===== config.mk =====
export PLATFORM = sky130hd
export DESIGN_NAME = serial_nrzi_encoder
export DESIGN_NICKNAME = d
export VERILOG_FILES = /design/src/rtl/ser_enc_pkg.sv /design/src/rtl/ser_bit_counter.sv /design/src/rtl/ser_word_shifter.sv /design/src/rtl/ser_line_stage.sv /design/src/rtl/serial_nrzi_encoder.sv
export SDC_FILE = /design/constraint.sdc
export NUM_CORES = 1
export LEC_CHECK = 0
export BUFFER_PORTS_ARGS = -buffer_cell sky130_fd_sc_hd__buf_2
export CAP_MARGIN = 10
export CORE_ASPECT_RATIO = 0.75
export CORE_UTILIZATION = 35
export DETAILED_ROUTE_END_ITERATION = 16
export GPL_TIMING_DRIVEN = 0
export HOLD_SLACK_MARGIN = 0.15
export PLACE_DENSITY = 0.6
export SYNTH_ARGS = -nofsm -noshare
export SYNTH_HDL_FRONTEND = slang
export SYNTH_SLANG_ARGS = --single-unit
export TNS_END_PERCENT = 20

===== constraint.sdc =====
create_clock -name clk -period 2.3 [get_ports clk]
set_clock_uncertainty 0.05 [all_clocks]
set_input_delay 0.345 -clock clk [delete_from_list [all_inputs] [get_ports clk]]
set_output_delay 0.345 -clock clk [all_outputs]
set_load 0.01 [all_outputs]

===== src/rtl/ser_enc_pkg.sv =====
package ser_enc_pkg;

    localparam int DEF_WORD_W = 10;

    typedef struct packed {
        logic line;
        logic oe;
    } line_state_t;

    // Undriven or low select turns the differential stage on.
    function automatic logic diff_active(input logic sel_n);
        return (sel_n !== 1'b1);
    endfunction

    function automatic logic line_next(input logic prev, input logic dbit, input logic diff_on);
        return diff_on ? (prev ^ dbit) : dbit;
    endfunction

endpackage


===== src/rtl/ser_bit_counter.sv =====
module ser_bit_counter #(
    parameter int WORD_W = ser_enc_pkg::DEF_WORD_W,
    localparam int CW = $clog2(WORD_W)
) (
    input  logic          clk,
    input  logic          rst,
    input  logic          tick,
    output logic          load,
    output logic [CW-1:0] pos
);
    localparam logic [CW-1:0] LAST = CW'(WORD_W - 1);

    always_ff @(posedge clk) begin
        if (rst)
            pos <= '0;
        else if (tick)
            pos <= (pos == LAST) ? '0 : pos + 1'b1;
    end

    assign load = (pos == '0);

    assert_pos_range_R10: assert property (@(posedge clk) disable iff (rst)
        pos <= LAST);
    assert_pos_wrap_R10: assert property (@(posedge clk) disable iff (rst)
        (tick && pos == LAST) |=> pos == '0);
    assert_pos_idle_R8: assert property (@(posedge clk) disable iff (rst)
        !tick |=> $stable(pos));
endmodule


===== src/rtl/ser_word_shifter.sv =====
module ser_word_shifter #(
    parameter int WORD_W = ser_enc_pkg::DEF_WORD_W
) (
    input  logic              clk,
    input  logic              rst,
    input  logic              tick,
    input  logic              load,
    input  logic [WORD_W-1:0] word_in,
    input  logic              word_stb,
    output logic              dbit
);
    logic [WORD_W-1:0] hold_q;
    logic [WORD_W-1:0] shift_q;
    logic [WORD_W-1:0] cur;

    always_ff @(posedge clk) begin
        if (rst)
            hold_q <= '0;
        else if (word_stb)
            hold_q <= word_in;
    end

    always_comb begin
        if (load)
            cur = word_stb ? word_in : hold_q;
        else
            cur = shift_q;
    end

    always_ff @(posedge clk) begin
        if (rst)
            shift_q <= '0;
        else if (tick)
            shift_q <= cur >> 1;
    end

    assign dbit = cur[0];

    assert_shift_frozen_R7: assert property (@(posedge clk) disable iff (rst)
        !tick |=> $stable(shift_q));
endmodule


===== src/rtl/ser_line_stage.sv =====
module ser_line_stage (
    input  logic clk,
    input  logic rst,
    input  logic tick,
    input  logic dbit,
    input  logic sel_n,
    output logic line,
    output logic oe
);
    import ser_enc_pkg::*;

    line_state_t st_q;
    logic        diff_on;

    assign diff_on = diff_active(sel_n);

    always_ff @(posedge clk) begin
        if (rst) begin
            st_q <= '0;
        end else begin
            st_q.oe <= 1'b1;
            if (tick)
                st_q.line <= line_next(st_q.line, dbit, diff_on);
        end
    end

    assign line = st_q.line;
    assign oe   = st_q.oe;

    assert_oe_low_R1: assert property (@(posedge clk)
        rst |=> (!oe && !line));
    assert_diff_step_R4: assert property (@(posedge clk) disable iff (rst)
        (tick && sel_n == 1'b0) |=> line == ($past(line) ^ $past(dbit)));
    assert_pass_step_R5: assert property (@(posedge clk) disable iff (rst)
        (tick && sel_n == 1'b1) |=> line == $past(dbit));
    assert_line_frozen_R7: assert property (@(posedge clk) disable iff (rst)
        !tick |=> $stable(line));
endmodule


===== src/rtl/serial_nrzi_encoder.sv =====
module serial_nrzi_encoder #(
    parameter int WORD_W = ser_enc_pkg::DEF_WORD_W
) (
    input  logic              clk,
    input  logic              rst,
    input  logic              bit_en,
    input  logic [WORD_W-1:0] word_in,
    input  logic              word_stb,
    input  logic              nrzi_sel_n,
    input  logic              locked,
    output logic              sdo,
    output logic              sdo_oe
);
    localparam int CW = $clog2(WORD_W);

    logic          tick;
    logic          load;
    logic          dbit;
    logic [CW-1:0] pos;

    assign tick = bit_en & locked;

    ser_bit_counter #(.WORD_W(WORD_W)) u_cnt (
        .clk (clk),
        .rst (rst),
        .tick(tick),
        .load(load),
        .pos (pos)
    );

    ser_word_shifter #(.WORD_W(WORD_W)) u_shift (
        .clk     (clk),
        .rst     (rst),
        .tick    (tick),
        .load    (load),
        .word_in (word_in),
        .word_stb(word_stb),
        .dbit    (dbit)
    );

    ser_line_stage u_line (
        .clk  (clk),
        .rst  (rst),
        .tick (tick),
        .dbit (dbit),
        .sel_n(nrzi_sel_n),
        .line (sdo),
        .oe   (sdo_oe)
    );

    assert_unlocked_static_R7: assert property (@(posedge clk) disable iff (rst)
        !locked |=> $stable(sdo));
endmodule


==> impl_metrics.toml <==
[run_status]
run_status = "complete, no violations"

[finish]
area_delta_synth_final_pct = 17.2
instances_no_fill = 166
finalInstanceArea_sq_um = 1170
nets = 147
diodes = 0
drive_gt1_frac = 0.177
final_core_util = 0.438

[floorplanning]
std_cell_rows = 16
core_area_sq_um = 2660
die_x_microns = 63.6
chipHeight_microns = 48.2
pin_count = 18
die_area_sq_um = 3060
start_util = 0.374

[cts]
cts_tree = "yes"
cts.repair.resized = 0
cts_buffers = 3
clk_latency_ps = 270
cts.reportedPaths.clkPinSlew_ps = 90
cts_buffer_depth = 2
cts_setup_buffers = 0
postCtsHoldBufs = 0
htree_num_levels = 1
cts.sink_count = 25
root_buffer = "clkbuf_8"

[routing]
drc = 0
drt-wirelength-per-cell_microns = 11.8
dr.pass1.iters = 4
highest_layer = "met4"
drt_first_iter_violations = 27
dr_wl_met2_microns = 847
vias = 790
drt_wl_total_microns = 1970
antenna_left = 0
viasPerCell = 4.76
route.met3.wl_microns = 104
met1Wirelength_microns = 993

[sta]
grt_setup_unrepaired = "false"
max_slew.worst_pin.slew_ps = 579
min_period_ps = 1690
drv_slew = 0
setup_tns_ps = 0
whs_ps = 252
hold_violations = 0
fmax_mhz = 590
setup_violations = 0
period_share = 0.737
relSlewSlack = 0.611

[power]
p_leak_nw = 0.511
vdd_drop_max_v = 0.000464
cellPowerDensity_nw_per_um2 = 710

[placed_design]
place_area_sq_um = 1120
placedCellCount = 162
numPortBuffers = 16
dp_hpwl_microns = 1430
place.gp.congestion = 0.684

[global_route]
grt_usage = 0.151
antenna_found_initial = 0
grt-ovfl-total = 0
grt_pass1_vias = 728
grt_max_degree = 15
grt_pass1_wl_microns = 3340

[synthesis]
syn_area_sq_um = 996
syn-num-nets = 126
synth_largest_area_cell = "dfxtp_1"
yosysWarnings = 0
synthCells = 110
syn_avg_cell_area_sq_um = 9.05
synth.yosys.seq_area_share = 0.503
yosys_register_bits = 25
synth.area.top_cells = "dfxtp_1 50%, mux2i_1 10%, nand2_1 7.5%"
synth.distinct_cells = 21
synth_top_area_frac = 0.503

[worst_setup_path]
cp_max_fo = 10
crit_path_end = "u_line.line"
end_kind = "flip-flop"
worstReg2RegEnd = "u_line.line"
r2r_cells = 4
worstPathRequired_ps = 2410
critPathKind = "reg2reg"
r2r-start = "u_cnt.pos[0]"
critical_path_arrival_ps = 1810
startpoint = "u_cnt.pos[0]"
r2r_setup_slack_ps = 610
startpoint_type = "flip-flop"

[hold_path]
holdCritPathClass = "in2reg"

[job]
drv_cap = 0
==> kinds of logic after synthesis <==
family / Yosys count / share of synthesized area
AND/OR/NAND/NOR: 44 / 0.204
AO/OA/AOI/OAI: 22 / 0.133
buffers and inverters: 6 / 0.0314
flip-flops: 25 / 0.503
XOR/XNOR: 2 / 0.0176
multiplexers: 11 / 0.112
==> cell usage in the layout, fill, tap and decap left out, types with 2 or more instances in the layout <==
cell / n
dfxtp_1: 25
nand2_1: 20
buf_2: 17
nor2_1: 13
a21oi_1: 11
mux2i_1: 10
o211ai_1: 9
nand3_1: 4
clkbuf_1: 3
clkbuf_8: 3
nor2b_1: 2
o21ai_0: 2
==> per-stage QoR <==
| stage | power [mW] | setup slack, ps |
|---|---|---|
| floorplan | 0.549 | 803 |
| global placement | 0.580 | 597 |
| detailed placement | 0.584 | 607 |
| CTS | 0.844 | 600 |
| global route | 0.878 | 465 |
| finish | 0.829 | 605 |
==> synthesized netlist by cell type <==
master and number:
a21oi_1 11, buf_2 1, nor4_4 1, nor2b_1 2, o211ai_1 9, o21ai_0 2
inv_1 1, dfxtp_1 25, mux2i_1 10, and2_1 1, nor3b_1 1, nand3_1 4
and3_1 1, nor3_1 1, clkbuf_1 3, nor2_1 13, nand2_1 20, xnor2_1 1
xor2_1 1, buf_6 1, mux2_1 1
==> how the worst min path moves through the flow <==
stage / start / end / slack, ps / depth (start not counted)
after floorplan: rst / u_shift.shift_q[3] / 360 / 1
after detailed placement: u_shift.shift_q[3] / u_shift.shift_q[3] / 400 / 2
after global routing: rst / u_shift.shift_q[3] / 260 / 2
after global placement: u_shift.shift_q[6] / u_shift.shift_q[6] / 390 / 2
after CTS: rst / u_shift.shift_q[3] / 240 / 2
final: rst / u_shift.shift_q[3] / 250 / 2
==> layer usage <==
layer	global-route usage	up-vias
met2	0.249	22
met1	0.191	348
met4	0.0682	0
li1	-	418
met3	0.0421	2
met5	0	-
==> sequential cells by signal, indices dropped and copies added, names as in the netlist <==
register         cells
u_shift.hold_q      10
u_line.line          1
u_line.oe            1
u_shift.shift_q      9
u_cnt.pos            4
==> where the power goes <==
group	total (mW)	switching (mW)	internal [mW]	leakage (nW)
Clock	0.256	0.135	0.121	0.0255
Combinational	0.105	0.0593	0.0459	0.281
Sequential	0.468	0.0119	0.456	0.205
Total	0.829	0.206	0.623	0.511
==> worst max-delay path, stage by stage, from the launching register on <==
cell and delay, ps:
dfxtp_1 380, nor4_4 590, nand2_1 110, o211ai_1 130, mux2_1 330
==> final cells by class <==
cell class,count,area (sq um)
fillers,278,1500
flip-flops and latches,25,500
multi-input cells,79,464
repair buffers,16,80.1
well taps,36,45.0
clock buffers,3,41.3
plain buffers,5,27.5
clock inverters,1,5.00
inverters,1,3.75
No activity file was read; power rests on OpenSTA's default activity.
